$ cat config.mk
export PLATFORM = sky130hd
export DESIGN_NAME = ebm_bus_master
export DESIGN_NICKNAME = d
export VERILOG_FILES = /design/src/rtl/ebm_pkg.sv /design/src/rtl/ebm_region_dec.sv /design/src/rtl/ebm_strobe_timer.sv /design/src/rtl/ebm_rd_capture.sv /design/src/rtl/ebm_bus_master.sv
export SDC_FILE = /design/constraint.sdc
export NUM_CORES = 1
export LEC_CHECK = 0
export ABC_AREA = 1
export BUFFER_PORTS_ARGS = -buffer_cell sky130_fd_sc_hd__buf_2
export CORE_AREA = 4 4 76 131
export CTS_BUF_LIST = sky130_fd_sc_hd__clkbuf_2
export DETAILED_ROUTE_END_ITERATION = 10
export DIE_AREA = 0 0 80 135
export GPL_TIMING_DRIVEN = 0
export PLACE_DENSITY = 0.82
export RECOVER_POWER = 25
export SYNTH_ARGS = -nofsm -noshare
export SYNTH_HDL_FRONTEND = slang
export SYNTH_HIERARCHICAL = 1
export SYNTH_SLANG_ARGS = --single-unit
$ cat constraint.sdc
create_clock -name clk -period 3 [get_ports clk]
set_clock_uncertainty 0.05 [all_clocks]
set_input_delay 0.3 -clock clk [delete_from_list [all_inputs] [get_ports clk]]
set_output_delay 0.3 -clock clk [all_outputs]
set_load 0.03 [all_outputs]
$ cat src/rtl/ebm_pkg.sv
package ebm_pkg;
  typedef enum logic [2:0] {
    ST_IDLE   = 3'd0,
    ST_SETUP  = 3'd1,
    ST_STROBE = 3'd2,
    ST_HOLD   = 3'd3,
    ST_ACK    = 3'd4
  } ebm_state_t;
endpackage

$ cat src/rtl/ebm_region_dec.sv
module ebm_region_dec #(
  parameter int          AW    = 32,
  parameter logic [31:0] MASK  = 32'hF000_0000,
  parameter logic [31:0] MATCH = 32'hA000_0000
) (
  input  logic [AW-1:0] addr,
  output logic          hit
);
  generate
    if (MASK == 32'h0) begin : g_all
      assign hit = 1'b1;
    end else begin : g_cmp
      assign hit = ((addr & MASK[AW-1:0]) == (MATCH[AW-1:0] & MASK[AW-1:0]));
    end
  endgenerate
endmodule

$ cat src/rtl/ebm_strobe_timer.sv
module ebm_strobe_timer #(
  parameter int LEN_W = 8
) (
  input  logic             clk,
  input  logic             rst,
  input  logic             load,
  input  logic [LEN_W-1:0] len,
  input  logic             run,
  output logic             last
);
  logic [LEN_W-1:0] cnt;

  always_ff @(posedge clk) begin
    if (rst) cnt <= '0;
    else if (load) cnt <= (len == '0) ? LEN_W'(1) : len;
    else if (run && !last) cnt <= cnt - LEN_W'(1);
  end

  assign last = (cnt == LEN_W'(1));

  AST_RUN_NONZERO: assert property (@(posedge clk) disable iff (rst)
    run |-> (cnt != '0));
endmodule

$ cat src/rtl/ebm_rd_capture.sv
module ebm_rd_capture #(
  parameter int DW = 32
) (
  input  logic          clk,
  input  logic          rst,
  input  logic          clear,
  input  logic          cap,
  input  logic [DW-1:0] din,
  output logic [DW-1:0] q
);
  always_ff @(posedge clk) begin
    if (rst || clear) q <= '0;
    else if (cap) q <= din;
  end
endmodule

$ cat src/rtl/ebm_bus_master.sv
module ebm_bus_master #(
  parameter int          AW     = 32,
  parameter int          DW     = 32,
  parameter int          XA_LO  = 2,
  parameter int          XA_HI  = 21,
  parameter int          LEN_W  = 8,
  parameter logic [31:0] R_MASK = 32'hF000_0000,
  parameter logic [31:0] R_BASE = 32'hA000_0000
) (
  input  logic                 clk,
  input  logic                 rst,
  input  logic [LEN_W-1:0]     cfg_strobe_len,
  input  logic                 req_valid,
  output logic                 req_ready,
  input  logic                 req_write,
  input  logic [AW-1:0]        req_addr,
  input  logic [DW-1:0]        req_wdata,
  output logic                 rsp_valid,
  output logic [DW-1:0]        rsp_rdata,
  output logic                 ext_cs_n,
  output logic                 ext_wr_n,
  output logic                 ext_rd_n,
  output logic [XA_HI-XA_LO:0] ext_addr,
  output logic [DW-1:0]        ext_wdata,
  output logic                 ext_wdata_en,
  input  logic [DW-1:0]        ext_rdata
);
  import ebm_pkg::*;
  localparam int XAW = XA_HI - XA_LO + 1;

  ebm_state_t     state, state_nx;
  logic           hit, accept, last, is_wr, busy, in_strobe;
  logic [XAW-1:0] addr_q;
  logic [DW-1:0]  wdata_q;

  assign accept    = req_valid && (state == ST_IDLE);
  assign busy      = (state == ST_SETUP) || (state == ST_STROBE) || (state == ST_HOLD);
  assign in_strobe = (state == ST_STROBE);

  ebm_region_dec #(.AW(AW), .MASK(R_MASK), .MATCH(R_BASE)) u_dec (
    .addr(req_addr), .hit(hit));

  ebm_strobe_timer #(.LEN_W(LEN_W)) u_tmr (
    .clk(clk), .rst(rst), .load(accept), .len(cfg_strobe_len),
    .run(in_strobe), .last(last));

  ebm_rd_capture #(.DW(DW)) u_cap (
    .clk(clk), .rst(rst), .clear(accept),
    .cap(in_strobe && last && !is_wr), .din(ext_rdata), .q(rsp_rdata));

  always_comb begin
    state_nx = state;
    case (state)
      ST_IDLE:   if (req_valid) state_nx = hit ? ST_SETUP : ST_ACK;
      ST_SETUP:  state_nx = ST_STROBE;
      ST_STROBE: if (last) state_nx = ST_HOLD;
      ST_HOLD:   state_nx = ST_ACK;
      ST_ACK:    state_nx = ST_IDLE;
      default:   state_nx = ST_IDLE;
    endcase
  end

  always_ff @(posedge clk) begin
    if (rst) begin
      state   <= ST_IDLE;
      is_wr   <= 1'b0;
      addr_q  <= '0;
      wdata_q <= '0;
    end else begin
      state <= state_nx;
      if (accept) begin
        is_wr   <= req_write;
        addr_q  <= req_addr[XA_HI:XA_LO];
        wdata_q <= req_wdata;
      end
    end
  end

  assign req_ready    = (state == ST_IDLE);
  assign rsp_valid    = (state == ST_ACK);
  assign ext_cs_n     = !busy;
  assign ext_wr_n     = !(in_strobe && is_wr);
  assign ext_rd_n     = !(in_strobe && !is_wr);
  assign ext_addr     = addr_q;
  assign ext_wdata    = wdata_q;
  assign ext_wdata_en = busy && is_wr;

  AST_STROBES_EXCL: assert property (@(posedge clk) disable iff (rst)
    !(!ext_wr_n && !ext_rd_n));
  AST_STROBE_IN_CS: assert property (@(posedge clk) disable iff (rst)
    (!ext_wr_n || !ext_rd_n) |-> !ext_cs_n);
  AST_CS_SETUP: assert property (@(posedge clk) disable iff (rst)
    $fell(ext_cs_n) |-> (ext_wr_n && ext_rd_n));
  AST_ADDR_HELD: assert property (@(posedge clk) disable iff (rst)
    (!ext_cs_n && $past(!ext_cs_n)) |-> $stable(ext_addr));
  AST_ACK_AFTER_CS: assert property (@(posedge clk) disable iff (rst)
    $rose(ext_cs_n) |-> rsp_valid);
  AST_ACK_PULSE: assert property (@(posedge clk) disable iff (rst)
    rsp_valid |=> !rsp_valid);
  AST_OE_READ_OFF: assert property (@(posedge clk) disable iff (rst)
    !ext_rd_n |-> !ext_wdata_en);
  AST_NO_ACCEPT_BUSY: assert property (@(posedge clk) disable iff (rst)
    !ext_cs_n |-> !req_ready);
endmodule

## Word-level counts from Yosys, hierarchy flattened

Cells that the tools add are included.

- Flip-flop bits (word level): 96
- Output and inout port bits: 90
- Input bits: 108
- Logic and storage cells: 41

- Mux-type cells: 7
- Add/subtract/negate cells: 1
- Equality and inequality tests: 8
- Reductions and logical operators: 19

Operator list:

| kind | count |
|---|---|
| $mux W8 | 3 |
| $pmux W3 S4 | 1 |
| $mux W3 | 3 |
| $eq A8 B1 Y1 const B | 1 |
| $logic_not A8 Y1 | 1 |
| $sub A8 B1 Y8 const B | 1 |
| $logic_and A1 B1 Y1 | 7 |
| $eq A3 B2 Y1 const B | 2 |
| $logic_not A1 Y1 | 5 |
| $eq A4 B4 Y1 const B | 1 |
| $ne A2 B2 Y1 const B | 2 |
| $eq A3 B1 Y1 const B | 1 |
| $eq A3 B3 Y1 const B | 1 |
| $logic_not A3 Y1 | 1 |
| $logic_or A1 B1 Y1 | 3 |
| $reduce_and A2 Y1 | 1 |
| $reduce_bool A2 Y1 | 1 |

## Logic depth before layout (Yosys ltp)

- Depth in word-level cells: 5
- Depth in mapped cells: 12
- Gate-level depth less buffers: 10

## Hierarchy

Netlist, hierarchy kept.

By module, submodules not included:

| module | instances | area an instance (um^2) | cells each | sequential area each (um^2) |
|---|---|---|---|---|
| ebm_bus_master | 1 | 2,362.3 | 369 | 1,121.1 |
| ebm_rd_capture | 1 | 1,353.8 | 203 | 640.6 |
| ebm_strobe_timer | 1 | 628.1 | 111 | 160.2 |
| ebm_region_dec | 1 | 21.3 | 5 | 0.0 |

## Least setup slack after synthesis

Ideal clock, no wire load.

- Path type: reg-to-output
- From: reg state[0]
- To: out ext_wdata_en
- Arrival time: 1,449 ps
- Data required time: 2,650 ps
- Path buffers: 0
- Slack: 1,201 ps
- Stages on the path, launching flop included: 3
- Path through: dfxtp_1 -> o21ai_0 -> nor2_1

- Longest elaborated chain between the ends: 4
- Elaborated cells between the ends (all ways): 6
- Those cells by class: eq/ne (3); reduce/logical (3)

RTL lines:

| item | line | source |
|---|---|---|
| start, declared | ebm_bus_master.sv:31 | `ebm_state_t state, state_nx;` |
| start signal, assigned | ebm_bus_master.sv:70 | `state <= state_nx;` |
| $eq A3 B1 Y1 / $eq A3 B2 Y1 (equally long branches) | ebm_bus_master.sv:37 | `assign busy = (state == ST_SETUP) \|\| (state == ST_STROBE) \|\| (state == ST_HOLD);` |
| $logic_or A1 B1 Y1 | ebm_bus_master.sv:37 |  |
| $logic_or A1 B1 Y1 * | ebm_bus_master.sv:37 |  |
| $logic_and A1 B1 Y1 * | ebm_bus_master.sv:86 | `assign ext_wdata_en = busy && is_wr;` |
| end, declared | ebm_bus_master.sv:25 | `output logic ext_wdata_en,` |

Every way passes the cells marked *; elsewhere a longest branch is shown, timed or not.

## Final worst setup path

- From: reg state[1]
- To: reg u_tmr.cnt[3]

- Longest elaborated chain between the ends: 3
- Elaborated cells between the ends (all ways): 6
- Those cells by class: eq/ne (1); mux (1); reduce/logical (4)

RTL lines:

| item | line | source |
|---|---|---|
| $logic_not A3 Y1 * | ebm_bus_master.sv:36 | `assign accept = req_valid && (state == ST_IDLE);` |
| $logic_and A1 B1 Y1 * | ebm_bus_master.sv:36 |  |
| net accept | ebm_bus_master.sv:32 | `logic hit, accept, last, is_wr, busy, in_strobe;` |
| $mux W8 / $reduce_bool A2 Y1 (equally long branches) | - |  |
| end signal, assigned | ebm_strobe_timer.sv:15 | `else if (load) cnt <= (len == '0) ? LEN_W'(1) : len;` |
| end signal, assigned | ebm_strobe_timer.sv:16 | `else if (run && !last) cnt <= cnt - LEN_W'(1);` |
| end, declared | ebm_strobe_timer.sv:11 | `logic [LEN_W-1:0] cnt;` |

The timed path passes the listed nets; every way through them passes the cells marked *.
A chain may end at the register's enable or synchronous reset.

==> flow_metrics.env <==
export IMPL_result_of_the_run="finished clean"
export IMPL_cts_root_buf="clkbuf_2"
export IMPL_die_h_um=135
export IMPL_netlist_top_cells_count="nand2_1, nor2_1, inv_1, dfxtp_1, nand3_1"
export IMPL_clk_transition_reported_paths_ns=0.24
export IMPL_grt_start_max_net_pins=17
export IMPL_design_final_nets=1091
export IMPL_drt_first_iter_violations=216
export IMPL_timing_final_crit_share=0.8895
export IMPL_syn_num_nets=798
export IMPL_power_per_cell_area_nw_per_um2=432.2
export IMPL_path_max_fanout=10
export IMPL_overflow=0
export IMPL_detail_route_wirelength_um=13580
export IMPL_netlist_area_um2=4365
export IMPL_slew_limit_headroom=0.6577
export IMPL_first_pass_iters=4
export IMPL_crit_path_start_kind="flop"
export IMPL_detail_route_drc_violations=0
export IMPL_cts_buffers=9
export IMPL_min_path_type="input port to flop"
export IMPL_post_synthesis_sequential_area_ratio=0.4402
export IMPL_yosys_warnings=6
export IMPL_post_synth_cell_area_avg_um2=6.345
export IMPL_p_leak_nw=3.565
export IMPL_count_of_non_filler_cells_in_the_finished_layout=1107
export IMPL_intPower_mw=1.806
export IMPL_clock_path_buffers=2
export IMPL_finalCriticalPeriod_ns=2.668
export IMPL_post_cts_setup_buffers=0
export IMPL_design_power_total_mw=2.797
export IMPL_synth_async_sr_flop_share=0
export IMPL_overall_routing_resource_usage=0.2491
export IMPL_drt_vias_per_instance=4.536
export IMPL_cts_hold_repair_buffers=93
export IMPL_edff_count_synth=0
export IMPL_p_seq_frac=0.505
export IMPL_routed_wirelength_normalized_by_instance_count_um=12.26
export IMPL_relative_area_change_from_synthesis_to_final_layout_pct=48.24
export IMPL_yosys_cell_count_top_type="nand2_1"
export IMPL_critPathKind="flop to flop"
export IMPL_postSynthCellCount=688
export IMPL_worst_endpoint_required_ns=3.46
export IMPL_design_die_area_um2=10800
export IMPL_setup_tns_final_ns=0
export IMPL_peak_supply_drop_mv=0.3378
export IMPL_global_route_usage_met1=0.2438
export IMPL_dp_hpwl_um=8622
export IMPL_synth_top_area_share=0.4402
export IMPL_fmax_mhz=374.8
export IMPL_cts_num_sinks=96
export IMPL_p_sw_frac=0.3543
export IMPL_grt_pass1_wl_um=21630
export IMPL_h_tree_depth=3
export IMPL_gr_usage_met2=0.4645
export IMPL_postSynthRegisterBits=96
export IMPL_gr_max_usage_layer="met2"
export IMPL_arrival_ns=3.12
export IMPL_postSynth_topFlopCell="dfxtp_1"
export IMPL_clk_insertion_delay_late_ns=0.54
export IMPL_end_kind="flop"
export IMPL_dp_cells=997
export IMPL_synth_largest_area_cell="dfxtp_1"
export IMPL_vias=5021
export IMPL_layout_drive_gt1_share=0.2343
export IMPL_worst_slew_pin_transition_ns=0.5135
export IMPL_total_switching_power_mw=0.9909
export IMPL_floorplan_core_area_um2=8979
export IMPL_floorplan_initialDensity=0.4862
export IMPL_post_cts_resized=0
export IMPL_grtUsageMet3=0.07210
export IMPL_rsz0062_at_grt="no"
export IMPL_numPortBuffers=189
export IMPL_tritoncts="done"
export IMPL_power_share_clock=0.199
export IMPL_final_weighted_congestion_of_routability_driven_global_placement=0.8650
export IMPL_io_pins=198
export IMPL_die_width_um=80
export IMPL_utilization=0.7207
export IMPL_synth_distinct_cells=25
export IMPL_num_rows=46
export IMPL_antenna_found_initial=1
export IMPL_cap_violations=0
export IMPL_post_detailed_route_count_of_antenna_violating_nets=0
export IMPL_comb_power_share=0.296
export IMPL_finalSetupViolCount=0
export IMPL_number_of_global_route_vias_before_repair=4912
export IMPL_finalHoldViolations=0
export IMPL_slew_viol_final=0
export IMPL_netlist_top_cells_area="dfxtp_1, nand2_1, nor2_1"
-- cells by family after synthesis --
| group | share of synthesized area |
|---|---|
| adders and majority gates | 0.005731 |
| DFF | 0.4402 |
| and+or+nand+nor | 0.3932 |
| AOI/OAI and AO/OA | 0.01376 |
| xor gates and xnor gates | 0.002007 |
| buffers and inverters | 0.1450 |
-- worst max-delay path, cell delays in order (launching register included) --
cell and delay [ns]:
dfxtp_1 0.42, inv_1 0.17, nand3_2 0.20, buf_6 0.20, buf_6 0.14, inv_1 0.14
clkbuf_1 0.36, nand2_1 0.11, nand2_1 0.08, nand2_1 0.05, a21oi_1 0.14, dlygate4sd3_1 0.56
-- layer usage --
layer	vias to the layer above	routed length, um
met1	2207	4834
met5	-	0
li1	2561	-
met2	205	7196
met4	0	505
met3	48	1040
-- flip-flops by register name, summed over array words and instances, names as in the netlist --
register	flops
ext_wdata	32
u_cap/q	32
ext_addr	20
u_tmr/cnt	8
state	3
is_wr	1
-- final timing paths --
kind	start	to	slack, ns	depth (start not counted)
max	state[1]$_SDFFE_PP0P_	u_tmr/cnt[3]$_SDFFE_PP0P_	0.33	11
min	cfg_strobe_len[6]	u_tmr/cnt[6]$_SDFFE_PP0P_	0.04	5
max reg2reg	state[1]$_SDFFE_PP0P_	u_tmr/cnt[3]$_SDFFE_PP0P_	0.33	11
min reg2reg	u_cap/q[21]$_SDFFE_PP0P_	u_cap/q[21]$_SDFFE_PP0P_	0.43	2
-- cell type report --
cell class / count / area [um2]
plain buffers: 27 / 190.2
clock inverters: 6 / 42.54
fillers: 705 / 2507
inverters: 113 / 429.2
diodes: 1 / 2.502
multi-input cells: 452 / 1808
clock buffers: 10 / 50.05
flip-flops and latches: 96 / 1922
repair buffers: 282 / 1877
well taps: 120 / 150.1
-- layout by cell type (no fill, tap or decap), types with 2 or more instances in the layout --
cell           instances
a21oi_1                5
buf_2                191
buf_4                  3
buf_6                 10
clkbuf_1              11
clkbuf_2              10
clkinv_2               2
clkinvlp_4             2
dfxtp_1               96
dlygate4sd3_1         93
ha_1                   2
inv_1                109
inv_2                  2
inv_6                  2
nand2_1              214
nand2_2                2
nand2_4                2
nand3_1               18
nand4_1                2
nor2_1               193
nor2_4                 2
nor3_1                 2
o21ai_0                6
-- power by group through the flow --
stage	clock network, mW	logic (mW)	registers (mW)
final	0.556	0.829	1.41
after global routing	0.622	0.920	1.42
after CTS	0.582	0.819	1.41
after detailed placement	0	0.720	1.44
after global placement	0	0.713	1.43
after floorplan	0	0.359	1.57
-- stage by stage --
stage | area [um2] | worst slack (ns) | hold slack [ns]
floorplan | 4365 | 1.201 | 0.3191
global placement | 5461 | 0.8627 | 0.4032
detailed placement | 5461 | 0.8607 | 0.4087
CTS | 6485 | 0.3260 | 0.0004031
global route | 6471 | 0.09100 | 0.02079
finish | 6471 | 0.3316 | 0.03816
Power figures use the tool's default switching activity.
